**config.mk**
```make
export PLATFORM = sky130hd
export DESIGN_NAME = abm_regs
export DESIGN_NICKNAME = d
export VERILOG_FILES = /design/src/rtl/abm_pkg.sv /design/src/rtl/abm_channel.sv /design/src/rtl/abm_global.sv /design/src/rtl/abm_bus.sv /design/src/rtl/abm_regs.sv
export SDC_FILE = /design/constraint.sdc
export NUM_CORES = 1
export LEC_CHECK = 0
export BUFFER_PORTS_ARGS = -buffer_cell sky130_fd_sc_hd__buf_4
export CORE_AREA = 5 5 215 217
export DETAILED_ROUTE_END_ITERATION = 8
export DIE_AREA = 0 0 220 222
export PLACE_DENSITY = 0.48
export SYNTH_ARGS = -nofsm -noshare
export SYNTH_HDL_FRONTEND = slang
export SYNTH_SLANG_ARGS = --single-unit
```
**constraint.sdc**
```tcl
create_clock -name clk -period 2.33 [get_ports clk]
set_clock_uncertainty 0.15 [all_clocks]
set_input_delay 0.233 -clock clk [delete_from_list [all_inputs] [get_ports clk]]
set_output_delay 0.233 -clock clk [all_outputs]
set_load 0.005 [all_outputs]
```
**src/rtl/abm_pkg.sv**
```systemverilog
package abm_pkg;

  localparam logic [1:0] SZ_BYTE  = 2'd0;
  localparam logic [1:0] SZ_WORD  = 2'd1;
  localparam logic [1:0] SZ_DWORD = 2'd2;

  localparam logic [3:0] OFS_BASE = 4'h0;
  localparam logic [3:0] OFS_CUR  = 4'h4;
  localparam logic [3:0] OFS_LAST = 4'h5;
  localparam logic [3:0] OFS_STAT = 4'h6;
  localparam logic [3:0] OFS_CNT  = 4'h8;
  localparam logic [3:0] OFS_PRE  = 4'hA;
  localparam logic [3:0] OFS_CTL  = 4'hB;

  localparam logic [5:0] A_GCTL = 6'h2C;
  localparam logic [5:0] A_GSTA = 6'h30;
  localparam logic [5:0] A_SEMA = 6'h34;

  localparam int NUM_CH = 3;

  localparam int SR_HALT = 0;
  localparam int SR_LVB  = 2;
  localparam int SR_BUF  = 3;
  localparam int CR_RUN  = 0;
  localparam int CR_RST  = 1;
  localparam int CR_LVIE = 2;
  localparam int CR_IOCE = 3;
  localparam int GC_COLD = 1;
  localparam int GC_WARM = 2;
  localparam int GS_BASE = 5;

  typedef struct packed {
    logic [31:0] base;
    logic [7:0]  cur;
    logic [7:0]  last;
    logic [15:0] stat;
    logic [15:0] cnt;
    logic [7:0]  pre;
    logic [7:0]  ctl;
  } ch_view_t;

  function automatic logic [31:0] f_pack(input ch_view_t v);
    return {v.stat, v.last, v.cur};
  endfunction

  function automatic logic f_ch_int(input logic [15:0] stat, input logic [7:0] ctl);
    return (stat[SR_LVB] & ctl[CR_LVIE]) | (stat[SR_BUF] & ctl[CR_IOCE]);
  endfunction

  function automatic logic [31:0] f_gsta(input logic [NUM_CH-1:0] req);
    logic [31:0] g;
    g = '0;
    g[GS_BASE +: NUM_CH] = req;
    return g;
  endfunction

endpackage

```
**src/rtl/abm_channel.sv**
```systemverilog
module abm_channel
  import abm_pkg::*;
#(
  parameter int IDX_W = 5,
  parameter int CNT_W = 16
) (
  input  logic             clk,
  input  logic             rst_n,
  input  logic             clr,
  input  logic             wr_base,
  input  logic             wr_lvi,
  input  logic             wr_sr,
  input  logic             wr_cr,
  input  logic [31:0]      wdata,
  input  logic             dma_done,
  input  logic             dma_ioc,
  input  logic [CNT_W-1:0] dma_cnt,
  output ch_view_t         view,
  output logic             int_req,
  output logic             run,
  output logic             halted
);

  localparam logic [IDX_W-1:0] IDX_ONE = IDX_W'(1);

  logic [31:0]      base_q;
  logic [IDX_W-1:0] cur_q, last_q, pre_q;
  logic [CNT_W-1:0] cnt_q;
  logic             halt_q, celv_q, lvb_q, buf_q;
  logic             run_q, lvie_q, ioce_q;

  logic [IDX_W-1:0] new_last;
  logic adv, at_last, wipe, run_start, run_stop, resume;
  logic lvb_set, buf_set, lvb_clr, buf_clr;

  assign new_last  = wdata[IDX_W-1:0];
  assign adv       = dma_done & run_q & ~halt_q;
  assign at_last   = (cur_q == last_q);
  assign wipe      = clr | (wr_cr & wdata[CR_RST]);
  assign run_start = wr_cr & ~wipe & wdata[CR_RUN] & ~run_q;
  assign run_stop  = wr_cr & ~wipe & ~wdata[CR_RUN];
  assign resume    = wr_lvi & run_q & halt_q & (cur_q != new_last);
  assign lvb_set   = adv & at_last;
  assign buf_set   = adv & dma_ioc;
  assign lvb_clr   = wr_sr & wdata[SR_LVB];
  assign buf_clr   = wr_sr & wdata[SR_BUF];

  always_ff @(posedge clk or negedge rst_n) begin
    if (!rst_n) begin
      base_q <= '0; cur_q <= '0; last_q <= '0; pre_q <= '0; cnt_q <= '0;
      halt_q <= 1'b1; celv_q <= 1'b0; lvb_q <= 1'b0; buf_q <= 1'b0;
      run_q <= 1'b0; lvie_q <= 1'b0; ioce_q <= 1'b0;
    end else if (wipe) begin
      base_q <= '0; cur_q <= '0; last_q <= '0; pre_q <= '0; cnt_q <= '0;
      halt_q <= 1'b1; celv_q <= 1'b0; lvb_q <= 1'b0; buf_q <= 1'b0;
      run_q <= 1'b0; lvie_q <= 1'b0; ioce_q <= 1'b0;
    end else begin
      if (wr_base) base_q <= {wdata[31:3], 3'b000};
      if (wr_lvi) last_q <= new_last;
      if (adv) begin
        cnt_q <= dma_cnt;
        if (!at_last) begin
          cur_q <= pre_q;
          pre_q <= pre_q + IDX_ONE;
        end
      end
      lvb_q <= lvb_set | (lvb_q & ~lvb_clr);
      buf_q <= buf_set | (buf_q & ~buf_clr);
      if (run_stop || lvb_set) halt_q <= 1'b1;
      else if (run_start || resume) halt_q <= 1'b0;
      if (lvb_set) celv_q <= 1'b1;
      else if (run_start || resume) celv_q <= 1'b0;
      if (run_start) begin
        cur_q <= '0;
        pre_q <= IDX_ONE;
      end
      if (wr_cr) begin
        run_q  <= wdata[CR_RUN];
        lvie_q <= wdata[CR_LVIE];
        ioce_q <= wdata[CR_IOCE];
      end
    end
  end

  always_comb begin
    view = '0;
    view.base = base_q;
    view.cur[IDX_W-1:0]  = cur_q;
    view.last[IDX_W-1:0] = last_q;
    view.pre[IDX_W-1:0]  = pre_q;
    view.cnt[CNT_W-1:0]  = cnt_q;
    view.stat[3:0] = {buf_q, lvb_q, celv_q, halt_q};
    view.ctl[3:0]  = {ioce_q, lvie_q, 1'b0, run_q};
  end

  assign int_req = f_ch_int(view.stat, view.ctl);
  assign run     = run_q;
  assign halted  = halt_q;

endmodule

```
**src/rtl/abm_global.sv**
```systemverilog
module abm_global
  import abm_pkg::*;
(
  input  logic        clk,
  input  logic        rst_n,
  input  logic        glob_wr,
  input  logic        sema_wr,
  input  logic [31:0] wdata,
  input  logic        out_run,
  output logic [31:0] gcnt,
  output logic [7:0]  sema,
  output logic        chan_clr,
  output logic        cold_ok,
  output logic        warm_pulse
);

  logic [31:0] gcnt_q;
  logic [7:0]  sema_q;
  logic        warm_q;
  logic [31:0] wd_nowarm;

  assign wd_nowarm = wdata & ~(32'd1 << GC_WARM);
  assign chan_clr  = glob_wr & ~wdata[GC_COLD];

  always_ff @(posedge clk or negedge rst_n) begin
    if (!rst_n) begin
      gcnt_q <= '0;
      sema_q <= '0;
      warm_q <= 1'b0;
    end else begin
      warm_q <= 1'b0;
      if (glob_wr) begin
        if (!wdata[GC_COLD]) begin
          gcnt_q <= wd_nowarm;
          sema_q <= '0;
        end else if (wdata[GC_WARM] && !out_run) begin
          gcnt_q <= wd_nowarm;
          warm_q <= 1'b1;
        end else begin
          gcnt_q <= wdata;
        end
      end else if (sema_wr) begin
        sema_q <= wdata[7:0];
      end
    end
  end

  assign gcnt       = gcnt_q;
  assign sema       = sema_q;
  assign cold_ok    = gcnt_q[GC_COLD];
  assign warm_pulse = warm_q;

endmodule

```
**src/rtl/abm_bus.sv**
```systemverilog
module abm_bus
  import abm_pkg::*;
(
  input  logic                  bus_valid,
  input  logic                  bus_write,
  input  logic [1:0]            bus_size,
  input  logic [5:0]            bus_addr,
  input  logic                  cold_ok,
  input  ch_view_t [NUM_CH-1:0] views,
  input  logic [31:0]           gcnt,
  input  logic [31:0]           gsta,
  input  logic [7:0]            sema,
  output logic [NUM_CH-1:0]     wr_base,
  output logic [NUM_CH-1:0]     wr_lvi,
  output logic [NUM_CH-1:0]     wr_sr,
  output logic [NUM_CH-1:0]     wr_cr,
  output logic                  glob_wr,
  output logic                  sema_wr,
  output logic [31:0]           bus_rdata
);

  logic [1:0] bank;
  logic [3:0] offs;
  logic       in_bank, wen, is_b, is_w, is_d;
  ch_view_t   sel;

  assign bank    = bus_addr[5:4];
  assign offs    = bus_addr[3:0];
  assign in_bank = (bank != 2'd3) && (offs <= OFS_CTL);
  assign wen     = bus_valid & bus_write & cold_ok;
  assign is_b    = (bus_size == SZ_BYTE);
  assign is_w    = (bus_size == SZ_WORD);
  assign is_d    = (bus_size == SZ_DWORD);

  assign glob_wr = bus_valid & bus_write & is_d & (bus_addr == A_GCTL);
  assign sema_wr = wen & is_b & (bus_addr == A_SEMA);

  for (genvar i = 0; i < NUM_CH; i++) begin : g_strobe
    logic hit;
    assign hit        = wen & in_bank & (bank == 2'(i));
    assign wr_base[i] = hit & is_d & (offs == OFS_BASE);
    assign wr_lvi[i]  = hit & is_b & (offs == OFS_LAST);
    assign wr_sr[i]   = hit & (is_b | is_w) & (offs == OFS_STAT);
    assign wr_cr[i]   = hit & is_b & (offs == OFS_CTL);
  end

  always_comb begin
    case (bank)
      2'd0:    sel = views[0];
      2'd1:    sel = views[1];
      2'd2:    sel = views[2];
      default: sel = '0;
    endcase
  end

  always_comb begin
    bus_rdata = '0;
    if (bus_valid && !bus_write) begin
      if (in_bank) begin
        unique case (1'b1)
          is_b: case (offs)
            OFS_CUR:  bus_rdata = {24'd0, sel.cur};
            OFS_LAST: bus_rdata = {24'd0, sel.last};
            OFS_STAT: bus_rdata = {24'd0, sel.stat[7:0]};
            OFS_PRE:  bus_rdata = {24'd0, sel.pre};
            OFS_CTL:  bus_rdata = {24'd0, sel.ctl};
            default:  bus_rdata = '0;
          endcase
          is_w: case (offs)
            OFS_STAT: bus_rdata = {16'd0, sel.stat};
            OFS_CNT:  bus_rdata = {16'd0, sel.cnt};
            default:  bus_rdata = '0;
          endcase
          is_d: case (offs)
            OFS_BASE: bus_rdata = sel.base;
            OFS_CUR:  bus_rdata = f_pack(sel);
            default:  bus_rdata = '0;
          endcase
          default: bus_rdata = '0;
        endcase
      end else if (is_d && bus_addr == A_GCTL) begin
        bus_rdata = gcnt;
      end else if (is_d && bus_addr == A_GSTA) begin
        bus_rdata = gsta;
      end else if (is_b && bus_addr == A_SEMA) begin
        bus_rdata = {24'd0, sema};
      end
    end
  end

endmodule

```
**src/rtl/abm_regs.sv**
```systemverilog
module abm_regs
  import abm_pkg::*;
#(
  parameter int IDX_W = 5,
  parameter int CNT_W = 16
) (
  input  logic                    clk,
  input  logic                    rst_n,
  input  logic                    bus_valid,
  input  logic                    bus_write,
  input  logic [1:0]              bus_size,
  input  logic [5:0]              bus_addr,
  input  logic [31:0]             bus_wdata,
  output logic [31:0]             bus_rdata,
  input  logic [2:0]              dma_done,
  input  logic [2:0]              dma_ioc,
  input  logic [3*CNT_W-1:0]      dma_cnt,
  output logic [2:0]              ch_run,
  output logic [2:0]              ch_halted,
  output logic                    codec_cold_rst_n,
  output logic                    codec_warm_rst,
  output logic                    irq
);

  ch_view_t [NUM_CH-1:0] views;
  logic [NUM_CH-1:0] wr_base, wr_lvi, wr_sr, wr_cr, int_req;
  logic        glob_wr, sema_wr, chan_clr, cold_ok;
  logic [31:0] gcnt, gsta;
  logic [7:0]  sema;

  abm_bus u_bus (
    .bus_valid(bus_valid), .bus_write(bus_write), .bus_size(bus_size),
    .bus_addr(bus_addr), .cold_ok(cold_ok), .views(views), .gcnt(gcnt),
    .gsta(gsta), .sema(sema), .wr_base(wr_base), .wr_lvi(wr_lvi),
    .wr_sr(wr_sr), .wr_cr(wr_cr), .glob_wr(glob_wr), .sema_wr(sema_wr),
    .bus_rdata(bus_rdata)
  );

  abm_global u_glob (
    .clk(clk), .rst_n(rst_n), .glob_wr(glob_wr), .sema_wr(sema_wr),
    .wdata(bus_wdata), .out_run(ch_run[1]), .gcnt(gcnt), .sema(sema),
    .chan_clr(chan_clr), .cold_ok(cold_ok), .warm_pulse(codec_warm_rst)
  );

  for (genvar i = 0; i < NUM_CH; i++) begin : g_ch
    abm_channel #(.IDX_W(IDX_W), .CNT_W(CNT_W)) u_ch (
      .clk(clk), .rst_n(rst_n), .clr(chan_clr),
      .wr_base(wr_base[i]), .wr_lvi(wr_lvi[i]), .wr_sr(wr_sr[i]), .wr_cr(wr_cr[i]),
      .wdata(bus_wdata), .dma_done(dma_done[i]), .dma_ioc(dma_ioc[i]),
      .dma_cnt(dma_cnt[i*CNT_W +: CNT_W]), .view(views[i]),
      .int_req(int_req[i]), .run(ch_run[i]), .halted(ch_halted[i])
    );
  end

  assign gsta             = f_gsta(int_req);
  assign irq              = |int_req;
  assign codec_cold_rst_n = cold_ok;

endmodule

```
### After elaboration in Yosys (flattened, before gate mapping)

Cells that the tools add are included.
Widths: inputs -> output; s select.

* register bits: 251
* output and inout port bits: 41
* logic and storage cells: 326

* $add $sub $neg: 3
* order comparisons: 1
* eq/ne operators: 24
* muxes and demuxes: 99
* bitwise gates (word level): 116
* reductions and logical operators: 44

Operator list (count)
* $mux 32: 10
* $pmux 96 s3: 1
* $mux 5: 30
* $mux 16: 6
* $pmux 32 s3: 1
* $and 1x1->1: 86
* $pmux 32 s2: 1
* $mux 1: 42
* $pmux 8 s5: 1
* $mux 8: 4
* $pmux 16 s2: 1
* $reduce_bool 3->1: 9
* $reduce_bool 2->1: 13
* $eq 6x6->1 const B: 3
* $not 1->1: 17
* $add 5x1->5 const B: 3
* $eq 5x5->1: 3
* $ne 5x5->1: 3
* $or 1x1->1: 13
* $eq 4x3->1 const B: 3
* $eq 4x4->1 const B: 3
* $ne 3x3->1 const B: 3
* $reduce_and 2->1: 4
* $logic_and 1x1->1: 6
* other kinds (10): 21

### Logic depth before layout (Yosys ltp)

* depth in word-level cells: 16
* depth in mapped cells: 10
* mapped depth without buffers: 5

### Hierarchy

A second synthesis with hierarchy kept.

* cell total of the unflattened synthesis: 1648
* area total of the unflattened synthesis: 15907.8 um^2

By module, submodules not included
* abm_channel: instances 3, cells an instance 333, area an instance 3408.3 um^2, seq. area each 1677.9 um^2
* abm_bus: instances 1, cells an instance 544, area an instance 3915.0 um^2, seq. area each 0.0 um^2
* abm_global: instances 1, cells an instance 103, area an instance 1757.9 um^2, seq. area each 1026.0 um^2
* abm_regs: instances 1, cells an instance 2, area an instance 10.0 um^2, seq. area each 0.0 um^2

### Least setup slack after synthesis

No wires, ideal clock.

* kind: input-to-output
* start: input port bus_size[1]
* end: output port bus_rdata[20]
* arrival: 1991 ps
* required time: 1947 ps
* path slack: -44 ps
* stages on the path: 7
* buffers on the path: 3
* path through: buf_2 -> or4b_1 -> buf_2 -> nor4_2 -> clkbuf_1 -> a22oi_1 -> nor2_1

* word-level cells in the longest chain between the ends: 5
* elaborated cells on any way between the ends: 8
* classes of those cells: eq/ne: 2; mux: 4; reduce/logical: 2

RTL lines
* from (decl): RTL line abm_regs.sv:11 `input logic [1:0] bus_size,`
* $eq 2x2->1: RTL line abm_bus.sv:33 `assign is_d = (bus_size == SZ_DWORD);`
* $logic_and 1x1->1: RTL line abm_bus.sv:81 `end else if (is_d && bus_addr == A_GCTL) begin`
* $mux 32: RTL line abm_bus.sv:81
* $mux 32 *: RTL line abm_bus.sv:59 `if (in_bank) begin`
* $mux 32 *: RTL line abm_bus.sv:58 `if (bus_valid && !bus_write) begin`
* to (decl): RTL line abm_regs.sv:14 `output logic [31:0] bus_rdata,`

Every way passes the cells marked *; elsewhere a longest branch is shown, timed or not.

### Worst setup path in the final report

* start: register g_ch[0].u_ch.buf_q
* end: output port bus_rdata[3]

* word-level cells in the longest chain between the ends: 5
* elaborated cells on any way between the ends: 6
* classes of those cells: mux: 6

RTL lines
* from (decl): RTL line abm_channel.sv:29 `logic halt_q, celv_q, lvb_q, buf_q;`
* from (signal assigned): RTL line abm_channel.sv:68 `buf_q <= buf_set | (buf_q & ~buf_clr);`
* $pmux 96 s3 *: RTL line abm_bus.sv:48 `case (bank)`
* $pmux 8 s5 or $pmux 16 s2 (tied branches): RTL line abm_bus.sv:61, abm_bus.sv:69
* $pmux 32 s3 *: RTL line abm_bus.sv:60 `unique case (1'b1)`
* $mux 32 *: RTL line abm_bus.sv:59
* $mux 32 *: RTL line abm_bus.sv:58

Marked as above.

==> qor.csv <==
stage;metric;value;unit
synthesis;synthXorXnorAreaFrac;2.36;%
clocking;cts_tree;built;
grt;grt_pass1_wl;81.0;mm
status;violations;negative setup slack;
routing;dr.pass1.iters;6;
critical_path;crit_path_start;g_ch[0].u_ch.buf_q$_DFF_PN0_;
routing;route.detailed.drc;0;
power_and_ir_drop;ir_drop;0.570;mV
synthesis;yosys-top-cells-count;nand2_1 (315), dfrtp_1 (239), a21oi_1 (177);
clocking;ctsHtreeMaxLevel;1;
floorplanning;coreArea;43900;sq um
hold_path;hold_class;in -> reg;
routing;ant_nets;0;
critical_path;reg2reg_from;u_glob.gcnt[1]$_DFFE_PN0P_;
synthesis;synth_cell_types;70;
synthesis;synth_fp_nets;1561;
power_and_ir_drop;p_sw_share;24.4;%
layout;synthToLayoutAreaGrowth;46.7;%
power_and_ir_drop;p_sw;0.00251;W
layout;drive_above_1_share;32.5;%
critical_path;critical_path_required;1950;ps
routing;wl_per_cell;22.0;microns
timing;tightest_slew;642;ps
timing;max_freq;363;MHz
synthesis;synth_top_cell_area_share;46.0;%
synthesis;yosysSeqAreaShare;46.6;%
routing;routed_wl;54.0;mm
critical_path;critPathMaxFanout;2;
timing;drv_slew;0;
grt;grt_max_degree;81;
synthesis;ys_seq_elements;242;
status;status;complete, but fails checks;
timing;setup_ws;-426;ps
critical_path;critPathSlowestCell;dfrtp_1;
layout;n_antenna_cell;0;
synthesis;synth_area;13000;sq um
timing;finalHoldViolCount;0;
timing;finalSetupViolCount;29;
clocking;clock_sinks;242;
synthesis;synthFlopType;dfrtp_1;
floorplanning;die_area;48800;sq um
placement;gp_congestion;0.918;
placement;dp_hpwl;38.4;mm
floorplanning;die_y;222;microns
routing;vias;12901;
grt;grt_pass1_vias;12822;
power_and_ir_drop;pwr-share-comb;9.4;%
power_and_ir_drop;power_density;537;nW/um^2
synthesis;synthSimpleGateAreaFrac;17.9;%
critical_path;endpoint_kind;output port;
floorplanning;start_util;29.6;%
placement;io_buffers;138;
synthesis;synth.most_common_cell;nand2_1;
clocking;cts_root_buf;clkbuf_16;
power_and_ir_drop;p_int;0.00775;W
clocking;cts_inserted_buffers;29;
synthesis;synth_top_family_by_area;compound AO/OA/AOI/OAI gates;
clocking;ctsLongestPathBuffers;3;
routing;viasPerCell;5.26;
timing;min_period;2760;ps
flow_run;maxCapViolations;0;
timing;max-slew-margin-rel;57.0;%
floorplanning;row_count;77;
synthesis;synth-edff-count;0;
synthesis;synth_compound_area_share;19.5;%
routing;drt_iter0_drc;1235;
hold_path;hp-start;dma_done[2];
grt;antenna_found_initial;1;
synthesis;synth_area_leaders;dfrtp_1 (46%), nand2_1 (9.1%), a21oi_1 (6.8%), mux2_2 (4.8%), mux2i_1 (4.2%);
synthesis;synth_async_sr_flop_share;100;%
critical_path;crit_path_start_kind;flop;
timing;min_period_over_period;118;%
clocking;clk_latency;570;ps
synthesis;yosys_warnings;0;
power_and_ir_drop;p_leak;8.36;nW
synthesis;avgSynthCellArea;8.91;sq um
critical_path;crit_type;reg -> out;
clocking;clk_pin_slew;60;ps
power_and_ir_drop;seqPwrFrac;41.9;%
power_and_ir_drop;pwr-share-clk;48.7;%
synthesis;muxShareOfSynthArea;9.00;%
floorplanning;die_x;220;microns
grt;gr-total-overflow;0;
timing;fin_tns_setup;-3550;ps
layout;nNetsFinal;1939;
timing;rsz0062_at_grt;true;
critical_path;crit_path_cell_trace;mux2_4, a22oi_2, o22ai_2, a2111oi_4, buf_4, o22ai_4, buf_6;
timing;hold-worst-slack;76.5;ps
grt;track_usage;21.3;%
synthesis;yosys.area.top_type;dfrtp_1;
critical_path;slowest_delay;420;ps
synthesis;synthAdderAreaFrac;0.289;%
critical_path;cp.arrival;2370;ps
floorplanning;ios;139;
synthesis;synth_cells;1460;
-- worst max-delay path: cells and delay by family (launching register included) --
kind / cells / cell delay [ps]
compound gates: 4 / 770
buf+inv: 2 / 310
mux: 1 / 290
flops: 1 / 420
-- path summary, 6_finish.rpt --
kind / to / slack (ps) / depth (start not counted)
max: bus_rdata[3] / -430 / 7
min: g_ch[2].u_ch.lvb_q$_DFF_PN0_ / 80 / 5
max reg2reg: g_ch[1].u_ch.halted$_DFFE_PN1P_ / 40 / 5
min reg2reg: u_glob.gcnt[9]$_DFFE_PN0P_ / 360 / 1
max in group asynchronous: g_ch[1].u_ch.cnt_q[3]$_DFFE_PN0P_ / 1190 / 3
min in group asynchronous: g_ch[2].u_ch.cnt_q[3]$_DFFE_PN0P_ / 140 / 3
-- cell type report --
type | instances | area, sq um
Fill cell | 4320 | 24800
Multi-Input combinational cell | 1085 | 7050
Sequential cell | 242 | 6070
Timing Repair Buffer | 464 | 4120
Clock buffer | 39 | 823
Tap cell | 592 | 741
Clock inverter | 15 | 223
Inverter | 16 | 60.1
-- sequential cells by signal (all words and copies together), names as in the netlist, 8 cells and up --
register	flops
g_ch.u_ch.pre_q	15
g_ch.u_ch.cnt_q	48
g_ch.u_ch.last_q	15
u_glob.sema	8
u_glob.gcnt	32
g_ch.u_ch.cur_q	15
g_ch.u_ch.base_q	87
-- metal layers --
layer	wire [microns]	vias to the layer above	part of all wire, %	global-route usage, %
met2	23600	439	44	31.9
met5	0	-	0	0
met3	3510	91	6.5	3.26
met4	1490	0	2.8	5.92
li1	-	5927	-	-
met1	25400	6444	47	31.9
-- through the flow --
step | power, W | cell area, sq um | util (%) | instances | setup WS [ps]
final | 0.0103 | 19100 | 43.4 | 2453 | -426
after CTS | 0.0103 | 18700 | 42.5 | 2436 | -462
after detailed placement | 0.00515 | 16200 | 36.9 | 2286 | -446
after floorplan | 0.00462 | 13000 | - | 1460 | -0.0107
after global placement | 0.00514 | 16200 | 36.9 | 2286 | -502
after global routing | 0.0106 | 19100 | 43.4 | 2453 | -448
-- repair_timing --
action / in CTS / in global routing
setup buffers: 14 / 18
pin swaps: 28 / 34
cloned: 0 / 4
setup endpoints to repair: 33 / 33
hold buffers: 86 / 0
hold endpoints to repair: 430 / 0
gates resized for setup: 105 / 52
-- kinds of logic (layout without fill, tap and decap cells) --
kind of cell | Yosys count | after routing
flip-flops | 242 | 242
buffers and inverters | 134 | 534
AND/OR/NAND/NOR | 520 | 521
adder cells (fa/ha/maj) | 3 | 3
AO/OA/AOI/OAI | 416 | 416
XOR/XNOR | 35 | 35
multiplexers | 110 | 110
-- power by group through the flow --
stage / clock (W) / sequential (W) / combinational (W)
final: 0.00499 / 0.00430 / 0.000968
after global routing: 0.00524 / 0.00430 / 0.00103
after CTS: 0.00506 / 0.00429 / 0.000937
after detailed placement: 0 / 0.00437 / 0.000784
after global placement: 0 / 0.00437 / 0.000778
after floorplan: 0 / 0.00436 / 0.000269
-- layout by cell type (no fill, tap or decap), drive strengths merged, types with 18 or more instances in the layout --
cell type / count
dlygate4sd3: 86
mux2: 56
a22oi: 44
a22o: 27
buf: 376
nand2: 316
mux2i: 54
nor2: 69
xnor2: 23
inv: 18
clkbuf: 41
nand3: 49
a21oi: 177
o21ai: 87
dfrtp: 239
No activity file was read; power rests on OpenSTA's default activity.
